File: config.mk
export PLATFORM = sky130hd
export DESIGN_NAME = seq_core
export DESIGN_NICKNAME = d
export VERILOG_FILES = /design/src/rtl/seq_core_pkg.sv /design/src/rtl/seq_pc_unit.sv /design/src/rtl/seq_skip_unit.sv /design/src/rtl/seq_irq_flag.sv /design/src/rtl/seq_core.sv
export SDC_FILE = /design/constraint.sdc
export NUM_CORES = 1
export LEC_CHECK = 0
export CORE_ASPECT_RATIO = 1.5
export CORE_MARGIN = 2
export CORE_UTILIZATION = 41
export DETAILED_ROUTE_END_ITERATION = 12
export PLACE_DENSITY = 0.8
export SYNTH_ARGS = -nofsm -noshare
export SYNTH_HDL_FRONTEND = slang
export SYNTH_SLANG_ARGS = --single-unit
File: constraint.sdc
create_clock -name clk -period 1.37 [get_ports clk]
set_clock_uncertainty 0.05 [all_clocks]
set_input_delay 0.274 -clock clk [delete_from_list [all_inputs] [get_ports clk]]
set_output_delay 0.274 -clock clk [all_outputs]
set_load 0.005 [all_outputs]
File: src/rtl/seq_core_pkg.sv
package seq_core_pkg;

   typedef enum logic [2:0] {
      SK_NEVER   = 3'd0,
      SK_NEG     = 3'd1,
      SK_CARRY   = 3'd2,
      SK_POS     = 3'd3,
      SK_OVF     = 3'd4,
      SK_OVF_NEG = 3'd5,
      SK_OVF_POS = 3'd6,
      SK_ALWAYS  = 3'd7
   } skip_code_e;

   typedef struct packed {
      logic sign;
      logic carry;
      logic ovf;
   } status_t;

   localparam int unsigned SKIP_SEL_W = 3;

endpackage

File: src/rtl/seq_pc_unit.sv
module seq_pc_unit #(
   parameter int unsigned PC_W = 8
) (
   input  logic            clk,
   input  logic            rst,
   input  logic            load_req,
   input  logic [PC_W-1:0] load_tgt,
   output logic [PC_W-1:0] pc
);

   localparam logic [PC_W-1:0] PC_ONE = {{(PC_W-1){1'b0}}, 1'b1};

   logic            pend_q;
   logic [PC_W-1:0] tgt_q;
   logic [PC_W-1:0] pc_q;

   // Target is held for one instruction so the delay slot executes first.
   always_ff @(posedge clk) begin
      if (rst) begin
         pend_q <= 1'b0;
         tgt_q  <= '0;
         pc_q   <= '0;
      end else begin
         pend_q <= load_req;
         if (load_req) tgt_q <= load_tgt;
         if (pend_q) pc_q <= tgt_q;
         else        pc_q <= pc_q + PC_ONE;
      end
   end

   assign pc = pc_q;

endmodule

File: src/rtl/seq_skip_unit.sv
module seq_skip_unit
   import seq_core_pkg::*;
#(
   parameter bit BLOCK_CHAIN = 1'b1
) (
   input  logic                  clk,
   input  logic                  rst,
   input  logic [SKIP_SEL_W-1:0] sel,
   input  logic                  inhibit,
   input  status_t               status,
   output logic                  skip_q
);

   localparam int unsigned N_COND = 1 << SKIP_SEL_W;

   logic [N_COND-1:0] cond_vec;
   logic              sel_en;
   logic              cond_hit;
   logic              skip_r;

   always_comb begin
      cond_vec             = '0;
      cond_vec[SK_NEVER]   = 1'b1;
      cond_vec[SK_NEG]     = status.sign;
      cond_vec[SK_CARRY]   = status.carry;
      cond_vec[SK_POS]     = ~status.sign;
      cond_vec[SK_OVF]     = status.ovf;
      cond_vec[SK_OVF_NEG] = status.ovf | status.sign;
      cond_vec[SK_OVF_POS] = status.ovf | ~status.sign;
      cond_vec[SK_ALWAYS]  = 1'b0;
   end

   assign cond_hit = cond_vec[sel];

   generate
      if (BLOCK_CHAIN) begin : g_block
         assign sel_en = ~inhibit & ~skip_r;
      end else begin : g_chain
         assign sel_en = ~inhibit;
      end
   endgenerate

   // Low selected input means the following instruction is dropped.
   always_ff @(posedge clk) begin
      if (rst) skip_r <= 1'b0;
      else     skip_r <= sel_en & ~cond_hit;
   end

   assign skip_q = skip_r;

endmodule

File: src/rtl/seq_irq_flag.sv
module seq_irq_flag (
   input  logic clk,
   input  logic rst,
   input  logic set_req,
   input  logic clr_req,
   output logic flag
);

   logic flag_q;

   always_ff @(posedge clk) begin
      if (rst)          flag_q <= 1'b0;
      else if (set_req) flag_q <= 1'b1;
      else if (clr_req) flag_q <= 1'b0;
   end

   assign flag = flag_q;

endmodule

File: src/rtl/seq_core.sv
module seq_core
   import seq_core_pkg::*;
#(
   parameter int unsigned PC_W        = 8,
   parameter int unsigned BANK_W      = 1,
   parameter bit          BLOCK_CHAIN = 1'b1,
   localparam int unsigned BANK_SW    = (BANK_W > 0) ? BANK_W : 1,
   localparam int unsigned ROM_AW     = PC_W + BANK_W
) (
   input  logic                  clk,
   input  logic                  rst,
   input  logic [BANK_SW-1:0]    bank_sel,
   input  logic                  jump_req,
   input  logic                  jump_irq_req,
   input  logic [PC_W-1:0]       alu_target,
   input  logic                  alu_sign,
   input  logic                  alu_carry,
   input  logic                  ovf_flag,
   input  logic [SKIP_SEL_W-1:0] skip_sel,
   input  logic                  skip_inhibit,
   input  logic                  irq_set,
   input  logic                  irq_clear,
   output logic [ROM_AW-1:0]     rom_addr,
   output logic                  ir_load,
   output logic                  exec_en,
   output logic                  irq_flag
);

   generate
      if (PC_W < 2 || PC_W > 16) begin : g_bad_pc
         $error("seq_core: PC_W must lie in 2..16");
      end
      if (BANK_W > 2) begin : g_bad_bank
         $error("seq_core: BANK_W must be 0, 1 or 2");
      end
   endgenerate

   logic            skip_q;
   logic            irq_q;
   logic            take_jump;
   logic [PC_W-1:0] pc;
   status_t         stat;

   assign stat      = '{sign: alu_sign, carry: alu_carry, ovf: ovf_flag};
   assign exec_en   = ~skip_q;
   assign take_jump = exec_en & (jump_req | (jump_irq_req & irq_q));
   assign ir_load   = ~rst;
   assign irq_flag  = irq_q;

   seq_pc_unit #(.PC_W(PC_W)) u_pc (
      .clk      (clk),
      .rst      (rst),
      .load_req (take_jump),
      .load_tgt (alu_target),
      .pc       (pc)
   );

   seq_skip_unit #(.BLOCK_CHAIN(BLOCK_CHAIN)) u_skip (
      .clk     (clk),
      .rst     (rst),
      .sel     (skip_sel),
      .inhibit (skip_inhibit),
      .status  (stat),
      .skip_q  (skip_q)
   );

   seq_irq_flag u_irq (
      .clk     (clk),
      .rst     (rst),
      .set_req (irq_set),
      .clr_req (irq_clear & exec_en),
      .flag    (irq_q)
   );

   generate
      if (BANK_W == 0) begin : g_nobank
         assign rom_addr = pc;
      end else begin : g_bank
         assign rom_addr = {bank_sel[BANK_W-1:0], pc};
      end
   endgenerate

endmodule

# --- Word level (Yosys, flattened, before mapping) ---
# Index checks and enable logic that the tools add are counted.
word_totals:
  output_inout_bits: 12
  in_bits: 22
  regBits: 19
  word_cells: 26
classes:
  add_sub_neg: 1
  n_bitwise: 13
  order_cmp: 1
  mux: 5
  n_reduce_logical: 1
op_table:
  columns: ["op", "count"]
  rows:
  - ["adder 8 x 1 -> 8 bit, second input constant", 1]
  - ["2-to-1 mux 8 bit", 1]
  - ["AND 1 bit", 5]
  - ["NOT 1 bit", 5]
  - ["less-than comparator 3 x 4 -> 1 bit, second input constant", 1]
  - ["binary-select mux 1 bit (select 3 bit)", 1]
  - ["2-to-1 mux 1 bit", 3]
  - ["bitwise OR 1 bit", 3]
  - ["nonzero test 2 bit", 1]

# --- Longest topological paths before layout ---
depth:
  ltp_word: 6
  mapped_depth: 4
  depth_no_buf: 4

# --- Hierarchy ---
# A second synthesis with hierarchy kept.
unflattened:
  cells_unflattened: 93
  hier_area_um2: 837.1
modules_own_cells:
  columns: ["module", "cells_each", "area_each_um2", "n_inst"]
  rows:
  - ["seq_pc_unit", 72, 676.9, 1]
  - ["seq_skip_unit", 11, 91.3, 1]
  - ["seq_irq_flag", 4, 38.8, 1]
  - ["seq_core", 6, 30.0, 1]

# --- Least setup slack after synthesis ---
# OpenSTA, ideal clock, no wires.
synth_timing:
  kind: "reg2reg"
  start: "reg u_pc.pc_q[2] (netlist: u_pc.pc[2])"
  end: "reg u_pc.pc_q[5] (netlist: u_pc.pc[5])"
  setup_slack_ns: 0.142
  stages_incl_launch_ff: 4
  arrival_ns: 1.087
  required_ns: 1.229
  setup_ns: 0.091
  cell_sequence: "dfxtp_1 -> nand3_2 -> or3_1 -> a311oi_1"
synth_via:
  elab_chain_cells: 2
synth_lines:
  columns: ["element", "line_no", "rtl"]
  rows:
  - ["start, declared", "seq_pc_unit.sv:15", "logic [PC_W-1:0] pc_q;"]
  - ["start signal, assigned", "seq_pc_unit.sv:26", "if (pend_q) pc_q <= tgt_q;"]
  - ["start signal, assigned", "seq_pc_unit.sv:27", "else pc_q <= pc_q + PC_ONE;"]
  - ["adder 8 x 1 -> 8 bit", "seq_pc_unit.sv:27", null]
  - ["2-to-1 mux 8 bit", "seq_pc_unit.sv:26", null]
# No other way between the ends.
# A chain may end at the register's enable or synchronous reset.

# --- Worst setup path in the final report ---
layout_timing:
  start: "reg u_pc.pc_q[0] (netlist: u_pc.pc[0])"
  end: "reg u_pc.pc_q[6] (netlist: u_pc.pc[6])"
# Same word-level chain as after synthesis.

==> summary.txt <==
Floorplanning
  • Chip Height: 59.1 um
  • Initial core utilization: 44.1%
  • Number of cell rows: 19
  • Die ar.: 2400 um^2
  • Die Span X: 40.7 um
  • Top Ports: 34
  • Core box area: 1880 um^2

Timing
  • FMAX: 770 MHz
  • Worst setup margin: 0.0718 ns
  • Final setup violating endpoints: 0
  • TNS Setup: 0 ns
  • Final period utilization: 94.8%
  • Final Max Slew Viols: 0
  • Final Hold Fails: 0
  • Worst Tran Pin Value: 0.326 ns
  • Slew HR: 78.3%
  • Final min period: 1.30 ns
  • RSZ-0062 raised after global routing: no

Logic synthesis
  • Netlist cell types: 29
  • Adder-cell share of the synthesized area: 1.51%
  • Main combinational cell family by area after synthesis: compound AO/OA/AOI/OAI gates
  • Area share of the largest cell type after synthesis: 45.9%
  • Simple-gate share of the synthesized area: 20.1%
  • Top cells by area, synth: dfxtp_1 (46%), o21ai_0 (7.9%), a21oi_1 (7.3%), nand3_1 (6.0%), nor2_1 (3.6%)
  • Synthesized flop and latch total: 19
  • Post-Syn Instances: 100
  • Netlist Area Pre-Place: 828 um^2
  • Synth area leader: dfxtp_1
  • Compound-Gate Fraction of Synth Area: 22.7%
  • Sequential area share after synthesis: 45.9%
  • Yosys warning total: 0
  • Net Count, Synth: 123
  • Post-Synth XOR/XNOR Area: 3.17%
  • Post-synthesis mux area share: 2.57%
  • Mapped Avg Cell Area: 8.28 um^2

Finish
  • Ant. Diodes: 0
  • Share of cells above drive strength 1: 24.7%
  • Final nets: 170
  • Final Non-Filler Cells: 167
  • Area Overhead vs Synth: 58.8%
  • Final cell utilization of the core: 70.0%
  • Filler cells: 151

Placement
  • Dpl ws: -0.212 ns
  • Hpwl dp: 1480 um
  • Cells after DPL: 154
  • GPL Wtd Cong: 0.709
  • IO Port Bufs: 31

GRT
  • Global-route wire length before repair: 3290 um
  • Initial antenna violation count: 0
  • GR Util All Layers: 19.7%
  • Gr ovfl total: 0
  • Vias in the first global route: 856
  • Largest net degree at the start of global routing: 18

Routing
  • Drt drc: 0
  • Starting DRT DRC Count: 24
  • Routed WL per cell: 12.1 um
  • Routed vias: 906
  • Post-DR vias/cell: 5.43
  • Detailed Route WL: 2030 um
  • DRT Pass-1 Iters: 4
  • DRT antenna net count: 0

Min path
  • HP Class: reg2reg

Critical path
  • Crit-path slowest cell: dfxtp_2
  • Slowest cell delay on critical path: 0.33 ns
  • Worst setup EP type: flop
  • CP Max Fanout: 3
  • Crit path DAT: 1.47 ns
  • WS Path Type: reg2reg
  • Crit-path cells: buf_4 -> ha_2 -> nand2_1 -> or3_1 -> a31oi_1
  • CP required: 1.54 ns
  • Startpoint types: flop

Clocking
  • Clock sink count: 19
  • Insertion delay to the later sink of the worst-skew pair: 0.29 ns
  • Reg clk slew, reported paths: 0.11 ns
  • TritonCTS Buffers: 3
  • H-tree level count: 1
  • CTS Root Cell: clkbuf_4
  • CTS tree: yes
  • CTS Buffer Depth: 2

Pwr
  • Leakage: 0.552 nW
  • Cell area power density: 881 nW/um^2
  • Maximum VDD drop: 501 uV

Run
  • Max capacitance violation total: 0

Outcome
  • Outcome: complete, no violations
-- flip-flops by register name, summed over array words and instances, names as in the netlist --
| name | cells |
|---|---|
| u_pc.pc | 8 |
| u_pc.tgt_q | 8 |
| u_pc.pend_q | 1 |
| u_skip.skip_q | 1 |
| u_irq.flag | 1 |
-- Yosys cell counts --
| cell | n |
|---|---|
| dfxtp_1 | 19 |
| o21ai_0 | 13 |
| a21oi_1 | 12 |
| nand3_1 | 10 |
| nor2_1 | 8 |
| nand2_1 | 6 |
| clkbuf_1 | 3 |
| or3_1 | 3 |
| a311oi_1 | 2 |
| a31oi_1 | 2 |
| inv_1 | 2 |
| nor3_1 | 2 |
| xor2_1 | 2 |
| a211oi_1 | 1 |
| a21o_1 | 1 |
| a221o_1 | 1 |
| and3_1 | 1 |
| buf_1 | 1 |
| buf_4 | 1 |
| clkinv_1 | 1 |
| ha_1 | 1 |
| mux2_2 | 1 |
| mux2i_1 | 1 |
| nand2b_1 | 1 |
| nand3_2 | 1 |
| nand4_1 | 1 |
| o211ai_1 | 1 |
| or2_2 | 1 |
| xnor2_1 | 1 |
-- worst paths after layout --
check	from	end	slack, ns	cells past startpoint
hold reg to reg	u_pc.tgt_q[2]	u_pc.pc[2]	0.41	2
setup / recovery	u_pc.pc[0]	u_pc.pc[6]	0.07	5
hold / removal	u_pc.tgt_q[2]	u_pc.pc[2]	0.41	2
setup reg to reg	u_pc.pc[0]	u_pc.pc[6]	0.07	5
-- stage by stage --
| step | hold WS [ns] | power (mW) | area (um^2) |
|---|---|---|---|
| finish | 0.407 | 1.16 | 1320 |
| CTS | 0.407 | 1.16 | 1290 |
| detailed placement | 0.400 | 0.880 | 1190 |
| global route | 0.457 | 1.23 | 1320 |
| floorplan | 0.341 | 0.735 | 828 |
| global placement | 0.401 | 0.871 | 1190 |
-- layout by cell type, fill, tap and decap left out, drive strengths merged --
| cell | n |
|---|---|
| ha | 1 |
| nand3 | 11 |
| mux2 | 1 |
| o21ai | 13 |
| a21oi | 12 |
| buf | 16 |
| xnor2 | 1 |
| nand2 | 6 |
| nor2 | 8 |
| a31oi | 2 |
| nor3 | 2 |
| dfxtp | 19 |
| or2 | 1 |
| a211oi | 1 |
| a21o | 1 |
| clkbuf | 3 |
| nand4 | 1 |
| clkinv | 2 |
| inv | 2 |
| nand2b | 1 |
| or3 | 3 |
| a221o | 1 |
| and3 | 1 |
| xor2 | 2 |
| clkdlybuf4s15 | 1 |
| clkdlybuf4s50 | 19 |
| a311oi | 2 |
| dlygate4sd2 | 11 |
| mux2i | 1 |
| o211ai | 1 |
-- critical path, delay by kind of cell, from the launching register on --
| family | cells | cell delay (ns) |
|---|---|---|
| AO/OA/AOI/OAI | 1 | 0.15 |
| flip-flops | 1 | 0.33 |
| buffers and inverters | 1 | 0.12 |
| adder cells (fa/ha/maj) | 1 | 0.19 |
| AND/OR/NAND/NOR | 2 | 0.39 |
-- timing repair --
item                                    CTS  global route
gates resized for setup                  24             5
endpoints found under the setup margin   11             2
buffers inserted                          9             0
hold buffers                              0             0
gates cloned                              0             0
-- metal layers --
metal  global-route usage [%]  routed length, um
met5                        0                  0
met4                     7.14                 16
met3                     2.26                 91
met2                     36.1               1150
met1                     21.4                765
-- power breakdown --
group          total (mW)  internal [mW]  switching [mW]
Clock               0.269          0.108           0.160
Combinational       0.272          0.157           0.114
Sequential          0.618          0.596          0.0212
-- area by class of cell --
type / instances / area (um^2) / area share, %
clock buffers: 3 / 22.5 / 1.71
clock inverters: 1 / 5.00 / 0.381
inverters: 3 / 11.3 / 0.856
flip-flops and latches: 19 / 398 / 30.3
well taps: 21 / 26.3 / 2.00
multi-input cells: 73 / 435 / 33.1
repair buffers: 47 / 417 / 31.7
-- cell families (layout without fill, tap and decap cells) --
group,count (synthesis),in the layout
AO/OA/AOI/OAI,33,33
XOR/XNOR,3,3
adder cells (fa/ha/maj),1,1
buffers and inverters,8,54
flip-flops,19,19
multiplexers,2,2
AND/OR/NAND/NOR,34,34
(Power assumes the default switching activity.)
